$ cat src/rtl/clkout_pkg.sv
// Package: clkout_pkg
// Shared widths, configuration struct, source decode and divide-factor map
// for the selectable clock output generator. Assumes a 3-bit divider code.
package clkout_pkg;

    localparam int DSEL_W = 3;  // width of the divide-factor code
    localparam int N_W    = 4;  // width able to hold the largest factor (12)

    typedef enum logic [1:0] {
        SRC_CORE   = 2'd0,
        SRC_OSC    = 2'd1,
        SRC_SYSDIV = 2'd2
    } co_src_e;

    typedef struct packed {
        logic              sel_hi;
        logic              sel_lo;
        logic [DSEL_W-1:0] div_sel;
        logic              tgl;
    } co_cfg_t;

    // Priority decode: the upper bit alone selects the core clock.
    function automatic co_src_e decode_src(input co_cfg_t c);
        if (!c.sel_hi)      return SRC_CORE;
        else if (!c.sel_lo) return SRC_OSC;
        else                return SRC_SYSDIV;
    endfunction

    // Codes 0..3 give 1..4; codes 4..7 give 6, 8, 10, 12.
    function automatic logic [N_W-1:0] div_factor(input logic [DSEL_W-1:0] code);
        logic [N_W-1:0] c;
        c = N_W'(code);
        if (code < DSEL_W'(4)) return c + N_W'(1);
        else                   return (c - N_W'(1)) << 1;
    endfunction

endpackage

$ cat src/rtl/clkout_divider.sv
// Module: clkout_divider
// Counts system clock cycles modulo n and runs the optional divide-by-two
// toggle stage. A restart puts both at the start of a fresh period: counter
// at 0 and toggle flop high. The level it offers for the next cycle uses the
// "next" configuration, so that a restart and a new setting line up.
// Assumes n_cur >= 1 and that n_cur changes only together with a restart.
module clkout_divider #(
    parameter int CNT_W = clkout_pkg::N_W
) (
    input  logic             clk,
    input  logic             rst_n,
    input  logic             restart,
    input  logic [CNT_W-1:0] n_cur,
    input  logic             tgl_cur,
    input  logic [CNT_W-1:0] n_nxt,
    input  logic             tgl_nxt,
    output logic             lvl_nxt,
    output logic             period_end
);

    logic [CNT_W-1:0] cnt_q, cnt_d;
    logic             tgl_q, tgl_d;
    logic             wrap;
    logic [CNT_W-1:0] half_nxt;

    // Next counter and toggle state; restart jumps to the period start.
    always_comb begin
        wrap = (cnt_q == n_cur - CNT_W'(1));
        if (restart) begin
            cnt_d = '0;
            tgl_d = 1'b1;
        end else if (wrap) begin
            cnt_d = '0;
            tgl_d = ~tgl_q;
        end else begin
            cnt_d = cnt_q + CNT_W'(1);
            tgl_d = tgl_q;
        end
    end

    // Level of the next state and end-of-period flag of the current state.
    always_comb begin
        half_nxt   = n_nxt >> 1;
        lvl_nxt    = tgl_nxt ? tgl_d : (cnt_d < half_nxt);
        period_end = tgl_cur ? (wrap && !tgl_q) : wrap;
    end

    // State registers.
    always_ff @(posedge clk) begin
        if (!rst_n) begin
            cnt_q <= '0;
            tgl_q <= 1'b1;
        end else begin
            cnt_q <= cnt_d;
            tgl_q <= tgl_d;
        end
    end

    // The counter never reaches the active factor.
    assert_cnt_bound_R4: assert property (@(posedge clk) disable iff (!rst_n)
        cnt_q < n_cur);

    // The toggle flop flips at every wrap when no restart intervenes.
    assert_toggle_flip_R5: assert property (@(posedge clk) disable iff (!rst_n)
        (!restart && wrap) |=> (tgl_q != $past(tgl_q)));

endmodule

$ cat src/rtl/clkout_gate.sv
// Module: clkout_gate
// Synchronizes the output enable to period boundaries and drives the pin.
// The enable turns on at once (the caller restarts the generator then). It
// turns off only when stop_ok marks a boundary. A registered level drives
// the pin, except in pass-through mode, where clk is gated by a flop on the
// falling edge so that the gate only moves while clk is low.
module clkout_gate (
    input  logic clk,
    input  logic rst_n,
    input  logic cfg_en,
    input  logic stop_ok,
    input  logic lvl_cand,
    input  logic pass_cand,
    output logic en_act,
    output logic lvl_o,
    output logic clk_out
);

    logic en_q, en_nxt;
    logic lvl_q, pass_q, gate_q;

    // Enable request held until a clean stop point.
    always_comb begin
        en_nxt = en_q ? (cfg_en || !stop_ok) : cfg_en;
    end

    // Registered enable, output level and pass-through request.
    always_ff @(posedge clk) begin
        if (!rst_n) begin
            en_q   <= 1'b0;
            lvl_q  <= 1'b0;
            pass_q <= 1'b0;
        end else begin
            en_q   <= en_nxt;
            lvl_q  <= en_nxt && lvl_cand;
            pass_q <= en_nxt && pass_cand;
        end
    end

    // Falling-edge gate for the undivided clock.
    always_ff @(negedge clk) begin
        if (!rst_n) gate_q <= 1'b0;
        else        gate_q <= pass_q;
    end

    assign en_act  = en_q;
    assign lvl_o   = lvl_q;
    assign clk_out = lvl_q | (clk & gate_q);

    // When inactive, nothing reaches the pin.
    assert_off_low_R7: assert property (@(posedge clk) disable iff (!rst_n)
        !en_q |-> (!lvl_q && !pass_q));

    // The pass-through and registered paths never drive at the same time.
    assert_pass_exclusive_R4: assert property (@(posedge clk) disable iff (!rst_n)
        pass_q |-> !lvl_q);

endmodule

$ cat src/rtl/clkout_sel_gen.sv
// Module: clkout_sel_gen (top)
// Selects the core clock, the oscillator clock or the divided system clock
// for the clock output pin. Configuration is held in an active copy that
// loads at period boundaries, or at any time while the output is off.
// Assumes the core and oscillator levels are synchronous to clk, with each
// phase lasting at least two cycles.
module clkout_sel_gen #(
    parameter int DSEL_W = clkout_pkg::DSEL_W,
    parameter int CNT_W  = clkout_pkg::N_W
) (
    input  logic              clk,
    input  logic              rst_n,
    input  logic              core_clk_i,
    input  logic              osc_clk_i,
    input  logic              out_en,
    input  logic              sel_hi,
    input  logic              sel_lo,
    input  logic [DSEL_W-1:0] div_sel,
    input  logic              tgl_en,
    output logic              clk_out
);
    import clkout_pkg::*;

    co_cfg_t          cfg_in, act_q, use_cfg;
    co_src_e          src_act, src_use;
    logic             src_lvl_act, src_lvl_use;
    logic             en_act, lvl_q;
    logic             period_end, div_nxt;
    logic             at_boundary, load, restart, changed;
    logic             src_ok_q, src_ok_eff;
    logic             pass_use, lvl_cand, stop_ok;
    logic [CNT_W-1:0] n_act, n_use;

    // Gather the port fields into one configuration word.
    always_comb begin
        cfg_in.sel_hi  = sel_hi;
        cfg_in.sel_lo  = sel_lo;
        cfg_in.div_sel = div_sel;
        cfg_in.tgl     = tgl_en;
    end

    // Decode of the active setting and the period boundary.
    always_comb begin
        src_act     = decode_src(act_q);
        src_lvl_act = (src_act == SRC_CORE) ? core_clk_i : osc_clk_i;
        n_act       = CNT_W'(div_factor(act_q.div_sel));
        changed     = (cfg_in != act_q);
        at_boundary = (src_act != SRC_SYSDIV) ? (!src_lvl_act && !lvl_q) : period_end;
        load        = !en_act || at_boundary;
        restart     = !en_act || (at_boundary && changed);
    end

    // Setting that governs the next cycle, and the candidate pin level.
    always_comb begin
        use_cfg     = load ? cfg_in : act_q;
        src_use     = decode_src(use_cfg);
        src_lvl_use = (src_use == SRC_CORE) ? core_clk_i : osc_clk_i;
        n_use       = CNT_W'(div_factor(use_cfg.div_sel));
        pass_use    = (src_use == SRC_SYSDIV) && (n_use == CNT_W'(1)) && !use_cfg.tgl;
        src_ok_eff  = !restart && src_ok_q;
        lvl_cand    = (src_use == SRC_SYSDIV) ? div_nxt : (src_lvl_use && src_ok_eff);
        stop_ok     = (src_act != SRC_SYSDIV) ? (!src_lvl_act || !src_ok_q) : period_end;
    end

    // Active configuration copy.
    always_ff @(posedge clk) begin
        if (!rst_n)    act_q <= '0;
        else if (load) act_q <= cfg_in;
    end

    // Arms a sampled source only after it has been seen low, so no partial high phase passes.
    always_ff @(posedge clk) begin
        if (!rst_n)       src_ok_q <= 1'b0;
        else if (restart) src_ok_q <= 1'b0;
        else              src_ok_q <= src_ok_q || !src_lvl_use;
    end

    clkout_divider #(.CNT_W(CNT_W)) u_div (
        .clk        (clk),
        .rst_n      (rst_n),
        .restart    (restart),
        .n_cur      (n_act),
        .tgl_cur    (act_q.tgl),
        .n_nxt      (n_use),
        .tgl_nxt    (use_cfg.tgl),
        .lvl_nxt    (div_nxt),
        .period_end (period_end)
    );

    clkout_gate u_gate (
        .clk       (clk),
        .rst_n     (rst_n),
        .cfg_en    (out_en),
        .stop_ok   (stop_ok),
        .lvl_cand  (lvl_cand),
        .pass_cand (pass_use),
        .en_act    (en_act),
        .lvl_o     (lvl_q),
        .clk_out   (clk_out)
    );

    // A rising output on the core path was preceded by a high core sample.
    assert_core_follow_R2: assert property (@(posedge clk) disable iff (!rst_n)
        ($rose(lvl_q) && src_act == SRC_CORE) |-> $past(core_clk_i));

    // A rising output on the oscillator path was preceded by a high oscillator sample.
    assert_osc_follow_R3: assert property (@(posedge clk) disable iff (!rst_n)
        ($rose(lvl_q) && src_act == SRC_OSC) |-> $past(osc_clk_i));

    // The active setting only moves at a load point.
    assert_cfg_hold_R9: assert property (@(posedge clk) disable iff (!rst_n)
        !load |=> $stable(act_q));

    // On the divided path the enable drops only at the end of a period.
    assert_stop_boundary_R8: assert property (@(posedge clk) disable iff (!rst_n)
        ($fell(en_act) && $past(src_act) == SRC_SYSDIV) |-> $past(period_end));

endmodule

$ cat config.mk
export PLATFORM = sky130hd
export DESIGN_NAME = clkout_sel_gen
export DESIGN_NICKNAME = d
export VERILOG_FILES = /design/src/rtl/clkout_pkg.sv /design/src/rtl/clkout_divider.sv /design/src/rtl/clkout_gate.sv /design/src/rtl/clkout_sel_gen.sv
export SDC_FILE = /design/constraint.sdc
export NUM_CORES = 1
export LEC_CHECK = 0
export BUFFER_PORTS_ARGS = -buffer_cell sky130_fd_sc_hd__buf_2
export CAP_MARGIN = 20
export CORE_UTILIZATION = 35
export DETAILED_ROUTE_END_ITERATION = 7
export PLACE_DENSITY = 0.59
export RECOVER_POWER = 100
export SLEW_MARGIN = 20
export SYNTH_ARGS = -nofsm -noshare
export SYNTH_HDL_FRONTEND = slang
export SYNTH_SLANG_ARGS = --single-unit
$ cat constraint.sdc
create_clock -name clk -period 3.9 [get_ports clk]
set_input_delay 0.39 -clock clk [delete_from_list [all_inputs] [get_ports clk]]
set_output_delay 0.39 -clock clk [all_outputs]
set_load 0.1 [all_outputs]
==> results.cfg <==
[sta]
fmax_ghz = 0.276
relSlewSlack_pct = 59.7
fin_crit_sh_pct = 92.9
period_minus_slack_ps = 3620
postLayoutSetupSlackWorst_ps = 277
whs_ps = 242
worstMarginPinSlew_ps = 602
setup_violations = 0
skew_ps = 65.4
finalHoldViolCount = 0
final_max_slew_viol_count = 0

[power_and_ir_drop]
p_leak_nw = 0.589
power_uw = 428
ir_worst_vdd_uv = 118
power.density_nw_per_um2 = 330

[global_route]
track_usage_pct = 16.5
grt_max_degree = 11
grt_first_pass_wirelength_um = 4030
overflow = 0
grt_pass1_vias = 950
antenna_found_initial = 0

[route]
routedWlPerCell_um = 13.3
wl_um = 2350
drt_first_pass_iters = 4
avgViaCountPerCell = 5.16
first_iter_violations = 13
ant_nets = 0
drc = 0
vias = 908

[layout]
antenna_cells = 0
drive_gt1_share_pct = 27.6
num-nets-final = 162
syn_to_final_growth_pct = 21.0
finalNonFillerCells = 176

[setup_path]
r2r-end = u_gate.lvl_o$_SDFF_PN0_
start_kind = register
r2r_start = act_q[3]$_SDFF_PN0_
startpoint = act_q[3]$_SDFF_PN0_
rrSetupSlack_ps = 280
cp_max_fo = 10
arrival_ps = 3950
critical_path_class = reg2reg
critPathCapture = u_gate.lvl_o$_SDFF_PN0_
r2r_cells = 19
crit_path_end_kind = register
worstPathRequired_ps = 4220

[floorplanning]
die_width_um = 57.4
row_count = 19
core-area_um2 = 2830
initial_core_util_pct = 37.9
die_area_um2 = 3290
io_pins = 12
die_y_um = 57.4

[synth]
ys_seq_area_share_pct = 29.9
syn_area_um2 = 1070
synth_seq_cells = 16
synthDistinctLibCells = 41
yosysWarnings = 0
syn_avg_cell_area_um2 = 8.86
syn_nets = 137
syn_inst = 121

[placed_design]
io_buffers = 11
placed_cells = 168
gp_congestion = 0.771
dp_slack_ps = 133
dp_hpwl_um = 1810

[cts]
cts_hold_buffers = 0
cts_tree = yes
worstSkewPairLatency_ps = 460
path_clk_slew_ps = 100

[run]
maxCapViolations = 0

[status]
outcome = complete, no violations

[worst_hold_path]
hold_class = in2reg
==> placed cells by master, fill, tap and decap left out, types with 2 or more instances in the layout <==
cell	count
nor2_1	15
dfxtp_1	13
buf_2	11
inv_1	9
buf_4	9
nand2_1	7
mux2i_1	7
xnor2_1	6
clkbuf_4	6
xor2_1	5
ha_1	5
a21oi_1	4
a221oi_2	3
and2_1	3
o21ai_0	3
and3_1	3
and2_0	2
nand4_1	2
nor2b_1	2
mux2i_2	2
nand3_1	2
dfxtp_4	2
==> layout make-up <==
| cell class | count | area [um2] |
|---|---|---|
| fillers | 279 | 1530 |
| inverters | 8 | 30.0 |
| clock buffers | 8 | 63.8 |
| multi-input cells | 93 | 714 |
| clock inverters | 1 | 3.75 |
| repair buffers | 19 | 118 |
| well taps | 31 | 38.8 |
| flip-flops and latches | 16 | 329 |
==> synthesized netlist by cell type <==
master	count	area, um2
dfxtp_1	16	320
nor2_1	15	56.3
inv_1	9	33.8
mux2i_1	9	90.1
nand2_1	7	26.3
xnor2_1	6	52.6
ha_1	5	62.6
xor2_1	5	43.8
a21oi_1	4	20.0
and2_1	4	25.0
and3_1	3	18.8
a21boi_1	2	15.0
a221oi_1	2	17.5
buf_6	2	22.5
nand3_1	2	10.0
nand4_1	2	12.5
nor2b_1	2	12.5
o21ai_0	2	10.0
or2_1	2	12.5
a211oi_2	1	12.5
a21o_1	1	7.51
a21oi_2	1	8.76
a221oi_2	1	15.0
a311oi_4	1	26.3
and2_0	1	6.26
and2b_1	1	7.51
buf_2	1	5.00
nand2b_1	1	6.26
nand3b_1	1	7.51
nor3_1	1	5.00
nor4_1	1	6.26
nor4_4	1	21.3
nor4b_1	1	8.76
o211a_1	1	10.0
o21ai_1	1	5.00
o21bai_1	1	7.51
o311a_1	1	10.0
o311ai_1	1	8.76
o32ai_1	1	8.76
or3_1	1	6.26
or4b_1	1	10.0
==> metal layers <==
layer | global-route usage [%] | wire length, um
met1 | 21.1 | 1100
met2 | 26.1 | 1140
met3 | 2.72 | 79
met4 | 9.76 | 21
met5 | 0 | 0
==> cell families (layout without fill, tap and decap cells) <==
| logic type | Yosys count | after routing | synth area share (%) |
|---|---|---|---|
| AO/OA/AOI/OAI | 21 | 21 | 17.0 |
| buffers and inverters | 12 | 36 | 5.72 |
| AND/OR/NAND/NOR | 47 | 47 | 24.2 |
| multiplexers | 9 | 9 | 8.40 |
| flip-flops | 16 | 16 | 29.9 |
| adder cells (fa/ha/maj) | 5 | 5 | 5.83 |
| XOR/XNOR | 11 | 11 | 8.98 |
==> metrics by stage <==
stage          utilization (%)  instance area [um2]  setup TNS (ps)
4_1_cts                   44.4                 1260               0
5_1_grt                   45.9                 1300           -9.56
6_report                  45.9                 1300               0
3_5_place_dp              42.4                 1200               0
2_1_floorplan                -                 1070               0
3_3_place_gp              42.4                 1200               0
==> what timing repair did <==
item | CTS | global route
endpoints found under the setup margin | 0 | 1
buffers inserted | 0 | 1
gates resized for setup | 0 | 10
hold endpoints to repair | 0 | 0
==> report_power, final <==
group          switching, mW  total [mW]  internal (mW)
combinational         0.0449      0.0898         0.0449
sequential            0.0109       0.180          0.169
clock                 0.0655       0.158         0.0921
==> worst min-delay path by stage <==
stage / startpoint / to / slack (ps) / cells after the start
6_report: rst_n / u_div.tgl_q$_SDFF_PN1_ / 240 / 2
5_1_grt: rst_n / u_div.tgl_q$_SDFF_PN1_ / 240 / 2
4_1_cts: rst_n / u_div.tgl_q$_SDFF_PN1_ / 230 / 2
3_5_place_dp: src_ok_q$_SDFF_PP0_ / src_ok_q$_SDFF_PP0_ / 540 / 1
3_3_place_gp: src_ok_q$_SDFF_PP0_ / src_ok_q$_SDFF_PP0_ / 540 / 1
2_1_floorplan: rst_n / u_div.tgl_q$_SDFF_PN1_ / 460 / 1
==> state kept, by name, indices dropped and copies added, names as in the netlist <==
name,cells
u_gate.en_act,1
u_gate.pass_q,1
u_div.cnt_q,4
u_gate.gate_q,1
src_ok_q,1
act_q,6
u_gate.lvl_o,1
u_div.tgl_q,1
==> worst max-delay path, cell delays in order (launching register included) <==
cell and delay, ps:
dfxtp_4 390, or2_0 250, a221oi_2 350, a311oi_4 90
ha_1 200, inv_1 50, a21oi_1 80, a21oi_2 160
a21boi_2 160, buf_4 150, mux2i_2 240, inv_1 80
ha_1 290, nor2_1 100, a21oi_1 50, ha_1 300
nor2b_1 150, a221oi_2 260, nor3_1 90, a211oi_2 140
(Power assumes the default switching activity.)
